File: config.mk
export PLATFORM = sky130hd
export DESIGN_NAME = can_rx_accept
export DESIGN_NICKNAME = d
export VERILOG_FILES = /design/src/rtl/can_acc_pkg.sv /design/src/rtl/can_acc_cfg.sv /design/src/rtl/can_acc_match.sv /design/src/rtl/can_acc_route.sv /design/src/rtl/can_rx_accept.sv
export SDC_FILE = /design/constraint.sdc
export NUM_CORES = 1
export LEC_CHECK = 0
export ABC_AREA = 0
export BUFFER_PORTS_ARGS = -buffer_cell sky130_fd_sc_hd__buf_2
export CAP_MARGIN = 5
export CORE_MARGIN = 2
export CORE_UTILIZATION = 58
export DETAILED_ROUTE_END_ITERATION = 12
export PLACE_DENSITY_LB_ADDON = 0.15
export SYNTH_ARGS = -nofsm -noshare
export SYNTH_HDL_FRONTEND = slang
export SYNTH_SLANG_ARGS = --single-unit
File: constraint.sdc
create_clock -name clk -period 3.3 [get_ports clk]
set_clock_uncertainty 0.15 [all_clocks]
set_input_delay 0.99 -clock clk [delete_from_list [all_inputs] [get_ports clk]]
set_output_delay 0.99 -clock clk [all_outputs]
set_load 0.005 [all_outputs]
File: src/rtl/can_acc_pkg.sv
package can_acc_pkg;
  localparam int CAN_ID_W  = 29;
  localparam int CAN_SID_W = 11;
  localparam int CAN_DB_W  = 8;
  localparam int CAN_NFILT = 6;
  localparam int CAN_NF0   = 2;

  typedef enum logic [1:0] {
    RXM_BOTH = 2'b00,
    RXM_STD  = 2'b01,
    RXM_EXT  = 2'b10,
    RXM_ANY  = 2'b11
  } rx_mode_e;
endpackage

File: src/rtl/can_acc_cfg.sv
module can_acc_cfg
  import can_acc_pkg::*;
#(
  parameter int ID_W  = CAN_ID_W,
  parameter int NFILT = CAN_NFILT,
  parameter int AW    = 4,
  parameter int DW    = ID_W + 1
) (
  input  logic                        clk,
  input  logic                        rst_n,
  input  logic                        cfg_mode,
  input  logic                        cfg_we,
  input  logic [AW-1:0]               cfg_addr,
  input  logic [DW-1:0]               cfg_wdata,
  output logic [NFILT-1:0][ID_W-1:0]  filt,
  output logic [NFILT-1:0]            fext,
  output logic [1:0][ID_W-1:0]        mask,
  output rx_mode_e                    mode0,
  output rx_mode_e                    mode1,
  output logic                        roll
);
  localparam int MASK_BASE = NFILT;
  localparam int CTRL_ADDR = NFILT + 2;

  logic [NFILT-1:0][ID_W-1:0] filt_q, filt_d;
  logic [NFILT-1:0]           fext_q, fext_d;
  logic [1:0][ID_W-1:0]       mask_q, mask_d;
  rx_mode_e                   mode0_q, mode0_d, mode1_q, mode1_d;
  logic                       roll_q, roll_d;
  logic                       wr_en;

  assign wr_en = cfg_we && cfg_mode;

  always_comb begin
    filt_d  = filt_q;
    fext_d  = fext_q;
    mask_d  = mask_q;
    mode0_d = mode0_q;
    mode1_d = mode1_q;
    roll_d  = roll_q;
    if (wr_en) begin
      for (int i = 0; i < NFILT; i++) begin
        if (cfg_addr == AW'(i)) begin
          filt_d[i] = cfg_wdata[ID_W-1:0];
          fext_d[i] = cfg_wdata[ID_W];
        end
      end
      for (int g = 0; g < 2; g++) begin
        if (cfg_addr == AW'(MASK_BASE + g)) mask_d[g] = cfg_wdata[ID_W-1:0];
      end
      if (cfg_addr == AW'(CTRL_ADDR)) begin
        mode0_d = rx_mode_e'(cfg_wdata[1:0]);
        mode1_d = rx_mode_e'(cfg_wdata[3:2]);
        roll_d  = cfg_wdata[4];
      end
    end
  end

  always_ff @(posedge clk or negedge rst_n) begin
    if (!rst_n) begin
      filt_q  <= '0;
      fext_q  <= '0;
      mask_q  <= '0;
      mode0_q <= RXM_BOTH;
      mode1_q <= RXM_BOTH;
      roll_q  <= 1'b0;
    end else if (wr_en) begin
      filt_q  <= filt_d;
      fext_q  <= fext_d;
      mask_q  <= mask_d;
      mode0_q <= mode0_d;
      mode1_q <= mode1_d;
      roll_q  <= roll_d;
    end
  end

  assign filt  = filt_q;
  assign fext  = fext_q;
  assign mask  = mask_q;
  assign mode0 = mode0_q;
  assign mode1 = mode1_q;
  assign roll  = roll_q;

  AST_CFG_LOCKED: assert property (@(posedge clk) disable iff (!rst_n)
    !cfg_mode |=> ($stable(filt_q) && $stable(fext_q) && $stable(mask_q) &&
                   $stable(mode0_q) && $stable(mode1_q) && $stable(roll_q)));
endmodule

File: src/rtl/can_acc_match.sv
module can_acc_match
  import can_acc_pkg::*;
#(
  parameter int ID_W  = CAN_ID_W,
  parameter int SID_W = CAN_SID_W,
  parameter int DB_W  = CAN_DB_W
) (
  input  logic            frm_ide,
  input  logic            frm_rtr,
  input  logic [ID_W-1:0] frm_id,
  input  logic [DB_W-1:0] frm_db0,
  input  logic [DB_W-1:0] frm_db1,
  input  logic [ID_W-1:0] filt,
  input  logic            fext,
  input  logic [ID_W-1:0] mask,
  output logic            hit
);
  localparam int EXT_W  = ID_W - SID_W;
  localparam int DATA_W = 2 * DB_W;
  localparam int GAP_W  = EXT_W - DATA_W;

  logic [ID_W-1:0] cmp_vec;
  logic [ID_W-1:0] care;

  always_comb begin
    if (frm_ide) begin
      cmp_vec = frm_id;
      care    = '1;
    end else begin
      cmp_vec = {frm_id[ID_W-1:EXT_W], {GAP_W{1'b0}}, frm_db0, frm_db1};
      if (frm_rtr) care = {{SID_W{1'b1}}, {EXT_W{1'b0}}};
      else         care = {{SID_W{1'b1}}, {GAP_W{1'b0}}, {DATA_W{1'b1}}};
    end
    hit = (fext == frm_ide) && (((cmp_vec ^ filt) & mask & care) == '0);
  end
endmodule

File: src/rtl/can_acc_route.sv
module can_acc_route
  import can_acc_pkg::*;
#(
  parameter int NFILT = CAN_NFILT,
  parameter int NF0   = CAN_NF0,
  parameter int HIT_W = $clog2(NFILT + 2)
) (
  input  logic             clk,
  input  logic             rst_n,
  input  logic             frm_ok,
  input  logic             frm_ide,
  input  logic [NFILT-1:0] hits,
  input  rx_mode_e         mode0,
  input  rx_mode_e         mode1,
  input  logic             roll,
  input  logic             rel0,
  input  logic             rel1,
  output logic             load0,
  output logic             load1,
  output logic [HIT_W-1:0] hit_idx,
  output logic             ovf,
  output logic             full0,
  output logic             full1
);
  localparam logic [HIT_W-1:0] NO_FILT = '1;

  logic             load0_q, load0_d, load1_q, load1_d, ovf_q, ovf_d;
  logic             full0_q, full0_d, full1_q, full1_d;
  logic [HIT_W-1:0] hit_q, hit_d, idx0, idx1;
  logic             hit_en;
  logic             any0, any1, perm0, perm1, acc0, acc1;

  function automatic logic mode_permits(rx_mode_e m, logic ide);
    return (m == RXM_BOTH) || (m == RXM_STD && !ide) || (m == RXM_EXT && ide);
  endfunction

  always_comb begin
    any0  = (mode0 == RXM_ANY);
    any1  = (mode1 == RXM_ANY);
    perm0 = mode_permits(mode0, frm_ide);
    perm1 = mode_permits(mode1, frm_ide);
    acc0  = any0 || (perm0 && (|hits[NF0-1:0]));
    acc1  = any1 || (perm1 && (|hits[NFILT-1:NF0]));
    idx0  = NO_FILT;
    if (!any0) begin
      for (int i = NF0 - 1; i >= 0; i--) if (hits[i]) idx0 = HIT_W'(i);
    end
    idx1  = NO_FILT;
    if (!any1) begin
      for (int i = NFILT - 1; i >= NF0; i--) if (hits[i]) idx1 = HIT_W'(i);
    end
  end

  always_comb begin
    load0_d = 1'b0;
    load1_d = 1'b0;
    ovf_d   = 1'b0;
    hit_d   = hit_q;
    full0_d = full0_q && !rel0;
    full1_d = full1_q && !rel1;
    if (frm_ok) begin
      if (acc0) begin
        hit_d = idx0;
        if (!full0_q)              load0_d = 1'b1;
        else if (roll && !full1_q) load1_d = 1'b1;
        else                       ovf_d   = 1'b1;
      end else if (acc1) begin
        hit_d = idx1;
        if (!full1_q) load1_d = 1'b1;
        else          ovf_d   = 1'b1;
      end
    end
    if (load0_d) full0_d = 1'b1;
    if (load1_d) full1_d = 1'b1;
    hit_en = load0_d || load1_d;
  end

  always_ff @(posedge clk or negedge rst_n) begin
    if (!rst_n) begin
      load0_q <= 1'b0;
      load1_q <= 1'b0;
      ovf_q   <= 1'b0;
      full0_q <= 1'b0;
      full1_q <= 1'b0;
    end else begin
      load0_q <= load0_d;
      load1_q <= load1_d;
      ovf_q   <= ovf_d;
      full0_q <= full0_d;
      full1_q <= full1_d;
    end
  end

  always_ff @(posedge clk or negedge rst_n) begin
    if (!rst_n)      hit_q <= '0;
    else if (hit_en) hit_q <= hit_d;
  end

  assign load0   = load0_q;
  assign load1   = load1_q;
  assign ovf     = ovf_q;
  assign full0   = full0_q;
  assign full1   = full1_q;
  assign hit_idx = hit_q;

  AST_ONE_LOAD: assert property (@(posedge clk) disable iff (!rst_n)
    !(load0_q && load1_q));
  AST_LOAD0_FREE: assert property (@(posedge clk) disable iff (!rst_n)
    load0_q |-> !$past(full0_q));
  AST_LOAD1_FREE: assert property (@(posedge clk) disable iff (!rst_n)
    load1_q |-> !$past(full1_q));
  AST_LOAD_SETS_FULL: assert property (@(posedge clk) disable iff (!rst_n)
    (load0_q |-> full0_q) and (load1_q |-> full1_q));
  AST_NO_OVERFLOW_LOAD: assert property (@(posedge clk) disable iff (!rst_n)
    ovf_q |-> !(load0_q || load1_q));
  AST_OVF_NEEDS_FULL: assert property (@(posedge clk) disable iff (!rst_n)
    ovf_q |-> ($past(full0_q) || $past(full1_q)));
endmodule

File: src/rtl/can_rx_accept.sv
module can_rx_accept
  import can_acc_pkg::*;
#(
  parameter int ID_W  = CAN_ID_W,
  parameter int SID_W = CAN_SID_W,
  parameter int DB_W  = CAN_DB_W,
  parameter int NFILT = CAN_NFILT,
  parameter int NF0   = CAN_NF0,
  parameter int AW    = $clog2(NFILT + 3),
  parameter int DW    = ID_W + 1,
  parameter int HIT_W = $clog2(NFILT + 2)
) (
  input  logic             clk,
  input  logic             rst_n,
  input  logic             cfg_mode,
  input  logic             cfg_we,
  input  logic [AW-1:0]    cfg_addr,
  input  logic [DW-1:0]    cfg_wdata,
  input  logic             frm_valid,
  input  logic             frm_ide,
  input  logic             frm_rtr,
  input  logic [ID_W-1:0]  frm_id,
  input  logic [DB_W-1:0]  frm_db0,
  input  logic [DB_W-1:0]  frm_db1,
  input  logic             rel0,
  input  logic             rel1,
  output logic             load0,
  output logic             load1,
  output logic [HIT_W-1:0] hit_idx,
  output logic             ovf,
  output logic             full0,
  output logic             full1
);
  logic [NFILT-1:0][ID_W-1:0] filt;
  logic [NFILT-1:0]           fext;
  logic [1:0][ID_W-1:0]       mask;
  rx_mode_e                   mode0, mode1;
  logic                       roll;
  logic [NFILT-1:0]           hits;
  logic                       frm_ok;

  assign frm_ok = frm_valid && !cfg_mode;

  can_acc_cfg #(.ID_W(ID_W), .NFILT(NFILT), .AW(AW), .DW(DW)) u_cfg (
    .clk(clk), .rst_n(rst_n), .cfg_mode(cfg_mode), .cfg_we(cfg_we),
    .cfg_addr(cfg_addr), .cfg_wdata(cfg_wdata), .filt(filt), .fext(fext),
    .mask(mask), .mode0(mode0), .mode1(mode1), .roll(roll)
  );

  for (genvar i = 0; i < NFILT; i++) begin : g_filt
    localparam int GRP = (i < NF0) ? 0 : 1;
    can_acc_match #(.ID_W(ID_W), .SID_W(SID_W), .DB_W(DB_W)) u_match (
      .frm_ide(frm_ide), .frm_rtr(frm_rtr), .frm_id(frm_id),
      .frm_db0(frm_db0), .frm_db1(frm_db1), .filt(filt[i]),
      .fext(fext[i]), .mask(mask[GRP]), .hit(hits[i])
    );
  end

  can_acc_route #(.NFILT(NFILT), .NF0(NF0), .HIT_W(HIT_W)) u_route (
    .clk(clk), .rst_n(rst_n), .frm_ok(frm_ok), .frm_ide(frm_ide),
    .hits(hits), .mode0(mode0), .mode1(mode1), .roll(roll),
    .rel0(rel0), .rel1(rel1), .load0(load0), .load1(load1),
    .hit_idx(hit_idx), .ovf(ovf), .full0(full0), .full1(full1)
  );

  AST_NO_RX_IN_CFG: assert property (@(posedge clk) disable iff (!rst_n)
    cfg_mode |=> !(load0 || load1 || ovf));
endmodule

==> impl_metrics.ini, run 1 <==
[outcome]
outcome = complete, but fails checks
violations = negative setup slack

[layout]
seqCellArea_sq_mm = 0.00628
multi_input_area_sq_mm = 0.00642
postLayoutCoreUtil = 0.704
area_growth_pct = 19.6
nets = 1245
final_common_cell = dfrtp_1
fillers = 1602
mostFrequentLayoutCells = 251 x dfrtp_1, 244 x mux2_2, 93 x buf_2
postLayoutCellArea_sq_mm = 0.0153
n_antenna_cell = 0
drive_above_1_share = 0.432

[timing]
hold_viol_final = 0
post-route-period-util = 1.04
max_freq_mhz = 292
worst_slew_pin_slew_ps = 584
report.final.slew_viol_count = 0
finalSetupViolations = 3
fin_crit_ps = 3430
hold_ws_ps = 254
worst_slack_ps = -126
slew_headroom = 0.611
rsz0062_at_grt = yes
setup_tns_ps = -321

[routing]
routed_wl_um = 32500
drc = 0
vias_per_cell = 5.90
first_iter_violations = 568
ant_nets = 0
num_vias = 8605
drtPass1Iterations = 5
wl_per_cell_um = 22.3

[setup_path]
cp-start-kind = primary input
crit_chain = buf_12 -> buf_12 -> mux2i_4 -> mux2i_1 -> a2111oi_2 -> nand4_1 -> a2111oi_4 -> a311oi_4 -> nor3b_2 -> a211o_2 -> mux2_4
crit_path_frequent_cell = buf_12
critical_path_class = in2reg
reg2reg_slack_ps = 290
worstReg2RegEnd = u_route.hit_idx[2]
critPathRequiredTime_ps = 3570
cp.arrival_ps = 3700
max_stage_delay_ps = 480
end_kind = flop
path_max_fanout = 6
critPathSlowestCell = a2111oi_4
r2r_cells = 10
reg2reg_from = u_cfg.mask[1]

[global_routing]
grt_pass1_vias = 8879
grt_max_degree = 72
grt_pass1_wl_um = 51000
grt_usage = 0.283
grt_overflow_total = 0
antenna_found_initial = 0

[synth]
syn_inst = 991
synthArstFlopShare = 1.00
syn_area_sq_mm = 0.0128
synth_seq_cells = 251
ys_seq_area_frac = 0.492
ys_types = 47
synth_area_per_cell_sq_um = 12.9
ys_warn_count = 0
synth_nets = 1079
synthFlopType = dfrtp_1
synth_edf_count = 0

[floorplanning]
chipWidth_um = 152
initial_core_util = 0.589
io_pins = 96
fp.dieArea_sq_mm = 0.0232
rows = 54
core_area_sq_mm = 0.0217
fp.dieH_um = 152

[clock_network]
cts.path.max_buffers = 3
path_clk_slew_ps = 60
cts_tree = yes
cts_max_level = 1
cts_sinks = 251
numCtsBuffers = 28
root_buffer = clkbuf_16
clock_latency_ps = 540

[job]
cap_violations = 0

[power_and_ir_drop]
p_per_area_mw_per_mm2 = 629
p_leak_nw = 7.01
peakVddDrop_v = 0.000444

[placement]
post-place-ws_ps = -1030
dpl.hpwl_um = 22500
gp_congestion = 0.860
io_buffers = 95
post_dp_cell_area_sq_mm = 0.0142

[hold_path]
min_path_type = in2async
[critical path, delay by kind of cell]
family | cells | cell delay, ps
simple gates | 2 | 460
compound gates | 4 | 1330
mux | 3 | 630
buf+inv | 2 | 270
[how the worst max path moves through the flow]
| stage | startpoint | end | slack (ps) | depth (start not counted) |
|---|---|---|---|---|
| after floorplan | frm_ide | u_route.hit_idx[0] | -540 | 11 |
| after global placement | frm_ide | u_route.hit_idx[2] | -990 | 12 |
| after detailed placement | frm_ide | u_route.hit_idx[2] | -1030 | 12 |
| after CTS | frm_ide | u_route.hit_idx[2] | -210 | 11 |
| after global routing | frm_ide | u_route.hit_idx[0] | -200 | 11 |
| final | frm_ide | u_route.hit_idx[2] | -130 | 11 |
[cell type report]
class                      instances  area share
multi-input combinational        695       0.420
sequential                       251       0.411
timing repair buffer             176      0.0825
clock buffer                      39      0.0539
tap                              280      0.0229
clock inverter                    13     0.00786
inverter                           5     0.00123
[synth_stat cells, drive strengths merged, types with 3 or more instances]
cell type | instances | area, sq um
nand2 | 61 | 229
nor3b | 3 | 22.5
a22oi | 44 | 330
a221oi | 5 | 43.8
clkbuf | 36 | 135
inv | 5 | 18.8
o21ai | 8 | 40.0
buf | 4 | 38.8
nand3b | 3 | 22.5
nor2 | 8 | 30.0
a2111oi | 17 | 163
dfrtp | 251 | 6280
o22ai | 3 | 18.8
a21oi | 6 | 30.0
mux2 | 246 | 2780
nand2b | 49 | 307
o211ai | 5 | 37.5
xor2 | 82 | 718
mux2i | 65 | 807
a22o | 5 | 43.8
and4 | 4 | 35.0
nand4 | 9 | 56.3
nand3 | 4 | 20.0
xnor2 | 48 | 420
[through the flow]
step	instances	total power [mW]
6_report	1459	9.60
5_1_grt	1459	10.0
4_1_cts	1459	9.59
3_5_place_dp	1403	6.40
3_3_place_gp	1403	6.31
2_1_floorplan	991	5.51
[report_power, final]
| part | switching (mW) | total, mW | internal [mW] |
|---|---|---|---|
| clock network | 1.25 | 3.14 | 1.89 |
| logic | 1.00 | 2.25 | 1.25 |
| registers | 0.524 | 4.21 | 3.68 |
[kinds of logic after synthesis]
| logic type | synth area share |
|---|---|
| muxes | 0.281 |
| AOI/OAI and AO/OA | 0.0607 |
| xor gates and xnor gates | 0.0891 |
| buffers and inverters | 0.0151 |
| and+or+nand+nor | 0.0627 |
| DFF | 0.492 |
[timing repair]
| item | CTS | global route |
|---|---|---|
| pin swaps | 8 | 12 |
| gates resized for setup | 19 | 15 |
| setup endpoints to repair | 7 | 6 |
| cloned | 1 | 0 |
| hold buffers | 0 | 0 |
| setup buffers | 4 | 2 |
[metal layers]
metal,routed length (um),vias to the layer above,track usage
met5,0,-,0
met4,521,0,0.0601
met3,1780,44,0.0449
met2,15300,232,0.456
met1,14900,4418,0.411
li1,-,3911,-
[flip-flops by register name, summed over array words and instances (netlist names)]
signal,cells
u_cfg.fext,6
u_cfg.filt,174
u_cfg.mask,58
u_cfg.mode0,2
u_cfg.mode1,2
u_cfg.roll,1
u_route.full0,1
u_route.full1,1
u_route.hit_idx,3
u_route.load0,1
u_route.load1,1
u_route.ovf,1
Note: power is estimated with default switching activity, not from simulation.
==> run 2, diff against run 1 <==
CORE_UTILIZATION = 55   (was 58)
==> run 2 against run 1 <==
The run still ends with negative setup slack left. Utilization is 2.7 points lower. Sequential power hardly changed. Die area rose by 5.3%. Highest routed layer unchanged. Register-to-register slack about the same. Sequential cell count unchanged. Total power grew 1.1%. Sequential share of layout area shrank 0.26 points. Clock-buffer cell count down 1. Largest power group unchanged.
==> impl_metrics.ini, run 2 (same netlist as run 1, synthesis figures left out) <==
[routing]
num_vias = 8663
first_iter_violations = 564
drtPass1Iterations = 5
ant_nets = 0
routed_wl_um = 33000
drc = 0
wl_per_cell_um = 22.4
vias_per_cell = 5.89

[power_and_ir_drop]
p_per_area_mw_per_mm2 = 632
switching_share = 0.289
clockPowerShare = 0.332
peakVddDrop_v = 0.000408
p_sw_mw = 2.81
p_int_mw = 6.90
seqPwrFrac = 0.434
combPwrFrac = 0.234
p_leak_nw = 7.06

[clock_network]
root_buffer = clkbuf_16
cts.path.max_buffers = 3
cts_max_level = 1
cts_sinks = 251
cts_tree = yes
numCtsBuffers = 28
path_clk_slew_ps = 60
clock_latency_ps = 550

[setup_path]
cpLargestDelayFamily = compound AO/OA/AOI/OAI gates
crit_path_frequent_cell = buf_12
cp-start-kind = primary input
critical_path_class = in2reg
crit_chain = buf_8 -> buf_12 -> buf_12 -> buf_12 -> mux2i_4 -> mux2i_1 -> a2111oi_2 -> nand4_1 -> buf_4 -> a2111oi_4 -> a311oi_4 -> nor3b_2 -> a211o_2 -> mux2_4
path_max_fanout = 6
end_kind = flop
critPathSlowestCell = a2111oi_4
cp_num_buf_inv = 5
reg2reg_slack_ps = 290
max_stage_delay_ps = 430
cp.arrival_ps = 3850
critPathRequiredTime_ps = 3580

[placement]
post_dp_cell_area_sq_mm = 0.0143
io_buffers = 95
post-place-ws_ps = -877
dpl.hpwl_um = 22600
gp_congestion = 0.881

[layout]
largest_reg_flops = 174
postLayoutCellArea_sq_mm = 0.0154
fillers = 1725
n_antenna_cell = 0
final_common_cell = dfrtp_1
nets = 1254
mostFrequentLayoutCells = 251 x dfrtp_1, 244 x mux2_2, 93 x buf_2
area_growth_pct = 20.4
drive_above_1_share = 0.431

[job]
cap_violations = 0

[timing]
fin_crit_ps = 3570
worst_slew_pin_slew_ps = 614
hold_viol_final = 0
report.final.slew_viol_count = 0
worst_slack_ps = -270
slew_headroom = 0.590
rsz0062_at_grt = yes
post-route-period-util = 1.08
finalSetupViolations = 5
max_freq_mhz = 280

[outcome]
violations = negative setup slack
outcome = complete, but fails checks

[floorplanning]
initial_core_util = 0.562
io_pins = 96
rows = 55
fp.dieH_um = 156
core_area_sq_mm = 0.0227
chipWidth_um = 156
fp.dieArea_sq_mm = 0.0245

[global_routing]
grt_pass1_wl_um = 50900
grt_overflow_total = 0
grt_max_degree = 67
grt_pass1_vias = 8798
antenna_found_initial = 0
grt_usage = 0.275

[hold_path]
min_path_type = in2async
## run 2: cell types whose count changed in the layout (fill, tap and decap cells not counted), moves of 2 or more
cell / change
buf_12: +2
mux2i_2: -3
clkinvlp_4: -2
clkinv_2: -3
clkbuf_8: -3
bufinv_16: +2
buf_4: +8
mux2i_4: +3
o21ai_0: +2
a2111oi_0: +2
clkbuf_1: +3
## run 2: layout make-up
cell class,count,area [sq um],area share
repair buffers,185,1330,0.0864
well taps,285,357,0.0232
clock inverters,13,184,0.0120
inverters,5,18.8,0.00122
multi-input cells,695,6440,0.419
flip-flops and latches,251,6280,0.409
clock buffers,38,768,0.0500
## run 2: power by group through the flow
| stage | sequential (mW) | combinational (mW) | clock (mW) |
|---|---|---|---|
| 2_1_floorplan | 4.09 | 1.41 | 0 |
| 3_3_place_gp | 4.23 | 2.15 | 0 |
| 3_5_place_dp | 4.25 | 2.19 | 0 |
| 4_1_cts | 4.21 | 2.24 | 3.27 |
| 5_1_grt | 4.30 | 2.45 | 3.40 |
| 6_report | 4.22 | 2.27 | 3.22 |
## run 2: final timing paths
check | startpoint | end | depth (start not counted)
worst max-delay path | frm_ide | u_route.hit_idx[2] | 14
worst min-delay path | rst_n | u_cfg.filt[79] | 1
max in group asynchronous | rst_n | u_cfg.mask[41] | 2
worst max register to register | u_cfg.mask[1] | u_route.hit_idx[2] | 11
min in group clk | u_cfg.filt[126] | u_cfg.filt[126] | 1
worst min register to register | u_cfg.filt[126] | u_cfg.filt[126] | 1
## run 2: metal layers
layer | GRT usage | part of all wire | up-vias
met5 | 0 | 0 | -
met4 | 0.0699 | 0.024 | 0
met3 | 0.0449 | 0.059 | 53
met2 | 0.433 | 0.46 | 241
met1 | 0.400 | 0.46 | 4442
li1 | - | - | 3927
## run 2: worst reg2reg max path: cells and delay by family, from the launching register on
family	cells	cell delay (ps)
simple gates	3	380
compound gates	4	1220
flops	1	410
buf+inv	2	360
mux	2	380
## run 2: what timing repair did
item / in CTS / in global routing
hold buffers: 0 / 0
pin swaps: 2 / 6
setup endpoints to repair: 6 / 7
resized for setup: 15 / 12
setup buffers: 3 / 2
## run 2: through the flow
step           power, mW   util  setup TNS [ps]  hold WS, ps  cells
2_1_floorplan       5.51      -           -1840          335    991
6_report            9.71  0.677            -799          241   1472
5_1_grt             10.2  0.677           -1750          284   1472
3_3_place_gp        6.37  0.628           -4640          352   1416
4_1_cts             9.71  0.674            -610          259   1470
3_5_place_dp        6.44  0.628           -5320          358   1416
==> run 3, diff against run 2 <==
CTS_CLUSTER_DIAMETER = 100   (was unset)
SYNTH_HIERARCHICAL = 1   (was unset)
==> run 3 against run 2 <==
The flow still finishes with violations (negative setup slack). Worst hold slack better by 47 ps. Maximum frequency is 5.4% higher. Synthesized cell count is 12% higher. Sequential power hardly changed. Die area is 10% higher. Combinational power is 11% higher. Worst setup slack better by 180 ps. Largest power group unchanged. Clock-buffer cell count is 6 higher.
==> impl_metrics.ini, run 3 <==
[floorplanning]
chipWidth_um = 164
core_area_sq_mm = 0.0252
fp.dieArea_sq_mm = 0.0269
io_pins = 96
rows = 58
fp.dieH_um = 164
initial_core_util = 0.559

[synth]
synthFlopType = dfrtp_1
synth_top_area_cell = dfrtp_1
synth.top_cell.area_share = 0.446
ys_types = 51
synth_nets = 1201
syn_inst = 1113
synth.most_common_cell = dfrtp_1
ys_seq_area_frac = 0.446
yosys-top-cells-area = dfrtp_1 45%, mux2_2 16%, mux2i_1 12%
synthTopCellsByCount = 251 x dfrtp_1, 206 x mux2_2, 171 x mux2i_1
synth_edf_count = 0
synthArstFlopShare = 1.00
synth_area_per_cell_sq_um = 12.7
synth_seq_cells = 251
ys_warn_count = 6
syn_area_sq_mm = 0.0141

[power_and_ir_drop]
p_leak_nw = 7.98
peakVddDrop_v = 0.000599
p_per_area_mw_per_mm2 = 595

[routing]
routed_wl_um = 33300
num_vias = 9244
first_iter_violations = 571
drc = 0
wl_per_cell_um = 20.3
drtPass1Iterations = 4
vias_per_cell = 5.62
ant_nets = 0

[setup_path]
crit_chain = buf_16 -> buf_12 -> mux2i_4 -> mux2i_1 -> a2111oi_2 -> buf_4 -> nand4_1 -> a211oi_2 -> a2bb2oi_2 -> nor2_4 -> nor4b_4 -> a31oi_4 -> mux2_4
cpLargestDelayFamily = compound AO/OA/AOI/OAI gates
end_kind = flop
critical_path_class = in2reg
cp-start-kind = primary input
critPathRequiredTime_ps = 3590
cp.arrival_ps = 3680
path_max_fanout = 6
critPathSlowestCell = a2111oi_2
cp_num_buf_inv = 3
max_stage_delay_ps = 420

[outcome]
outcome = complete, but fails checks
violations = negative setup slack

[timing]
hold_ws_ps = 288
worst_slew_pin_slew_ps = 798
fin_crit_ps = 3390
slew_headroom = 0.468
hold_viol_final = 0
post-route-period-util = 1.03
worst_slack_ps = -88.7
rsz0062_at_grt = yes
max_freq_mhz = 295
report.final.slew_viol_count = 0
setup_tns_ps = -207
finalSetupViolations = 3

[layout]
final_common_cell = dfrtp_1
fin_cells = 1646
n_antenna_cell = 0
area_growth_pct = 18.6
nets = 1383
drive_above_1_share = 0.394
largest_reg_flops = 174
postLayoutCoreUtil = 0.663
mostFrequentLayoutCells = 251 x dfrtp_1, 206 x mux2_2, 166 x mux2i_1

[clock_network]
path_clk_slew_ps = 60
hold_buffers = 0
root_buffer = clkbuf_16
numCtsBuffers = 28
clock_latency_ps = 560
cts.path.max_buffers = 3
cts_sinks = 251
cts_tree = yes
cts_max_level = 1

[global_routing]
grt_max_degree = 80
grt_pass1_vias = 9440
antenna_found_initial = 1
grt_usage = 0.250
grt_overflow_total = 0
grt_pass1_wl_um = 52200

[job]
cap_violations = 0

[placement]
post-place-ws_ps = -918
io_buffers = 95
dpl.hpwl_um = 22800
place_inst = 1590
gp_congestion = 0.820

[hold_path]
min_path_type = in2async
==> run 3: cell types whose count changed after synthesis, moves of 7 or more <==
cell and delta:
buf_6 +11, xnor2_1 -24, nand2_1 +22, mux2_1 +7, nand2b_1 +29, a22oi_1 -14
clkbuf_1 -36, mux2i_4 -11, mux2_4 +29, mux2_2 -38, mux2i_1 +122, buf_2 +15
==> run 3: worst paths after layout <==
kind | startpoint | depth (start not counted) | slack (ps) | end
worst max register to register | u_cfg/mask[10] | 11 | 360 | u_route/hit_idx[1]
max in group asynchronous | rst_n | 2 | 1950 | u_cfg/filt[72]
min in group clk | u_cfg/filt[104] | 1 | 360 | u_cfg/filt[104]
worst min register to register | u_cfg/filt[104] | 1 | 360 | u_cfg/filt[104]
worst min-delay path | rst_n | 1 | 290 | u_cfg/filt[144]
worst max-delay path | frm_ide | 13 | -90 | u_route/hit_idx[1]
==> run 3: metrics by stage <==
stage                     power (mW)  instance area (sq um)
after global routing            10.4                  16700
after detailed placement        6.68                  15500
final                           9.93                  16700
after CTS                       9.95                  16600
after global placement          6.61                  15500
after floorplan                 5.71                  14100
==> run 3: kinds of logic after synthesis <==
logic type / share of synthesized area
compound gates: 0.0569
simple gates: 0.0812
flops: 0.446
xor+xnor: 0.0672
buf+inv: 0.0240
mux: 0.325
==> run 3: where the power goes <==
part	internal [mW]	leakage [nW]	switching, mW
registers	3.69	3.21	0.535
logic	1.41	4.30	1.10
clock network	1.92	0.475	1.27
==> run 3: timing repair <==
action / in CTS / in global routing
gates resized for setup: 17 / 16
hold endpoints to repair: 0 / 0
endpoints found under the setup margin: 8 / 8
gates cloned: 0 / 2
setup buffers: 2 / 1
pin swaps: 4 / 7
==> run 3: metal layers <==
| layer | routed length (um) | share of wire | track usage | vias to the layer above |
|---|---|---|---|---|
| met4 | 432 | 0.013 | 0.0455 | 2 |
| met1 | 16000 | 0.48 | 0.364 | 4654 |
| met3 | 1500 | 0.045 | 0.0343 | 31 |
| met5 | 12 | 0.00036 | 0 | - |
| met2 | 15400 | 0.46 | 0.405 | 167 |
| li1 | - | - | - | 4390 |
==> run 3: area by class of cell <==
cell class	count	area, sq um
Sequential cell	251	6280
Clock inverter	7	76.3
Timing Repair Buffer	188	1420
Clock buffer	44	891
Inverter	6	22.5
Fill cell	1960	8480
Tap cell	330	413
Multi-Input combinational cell	820	7600
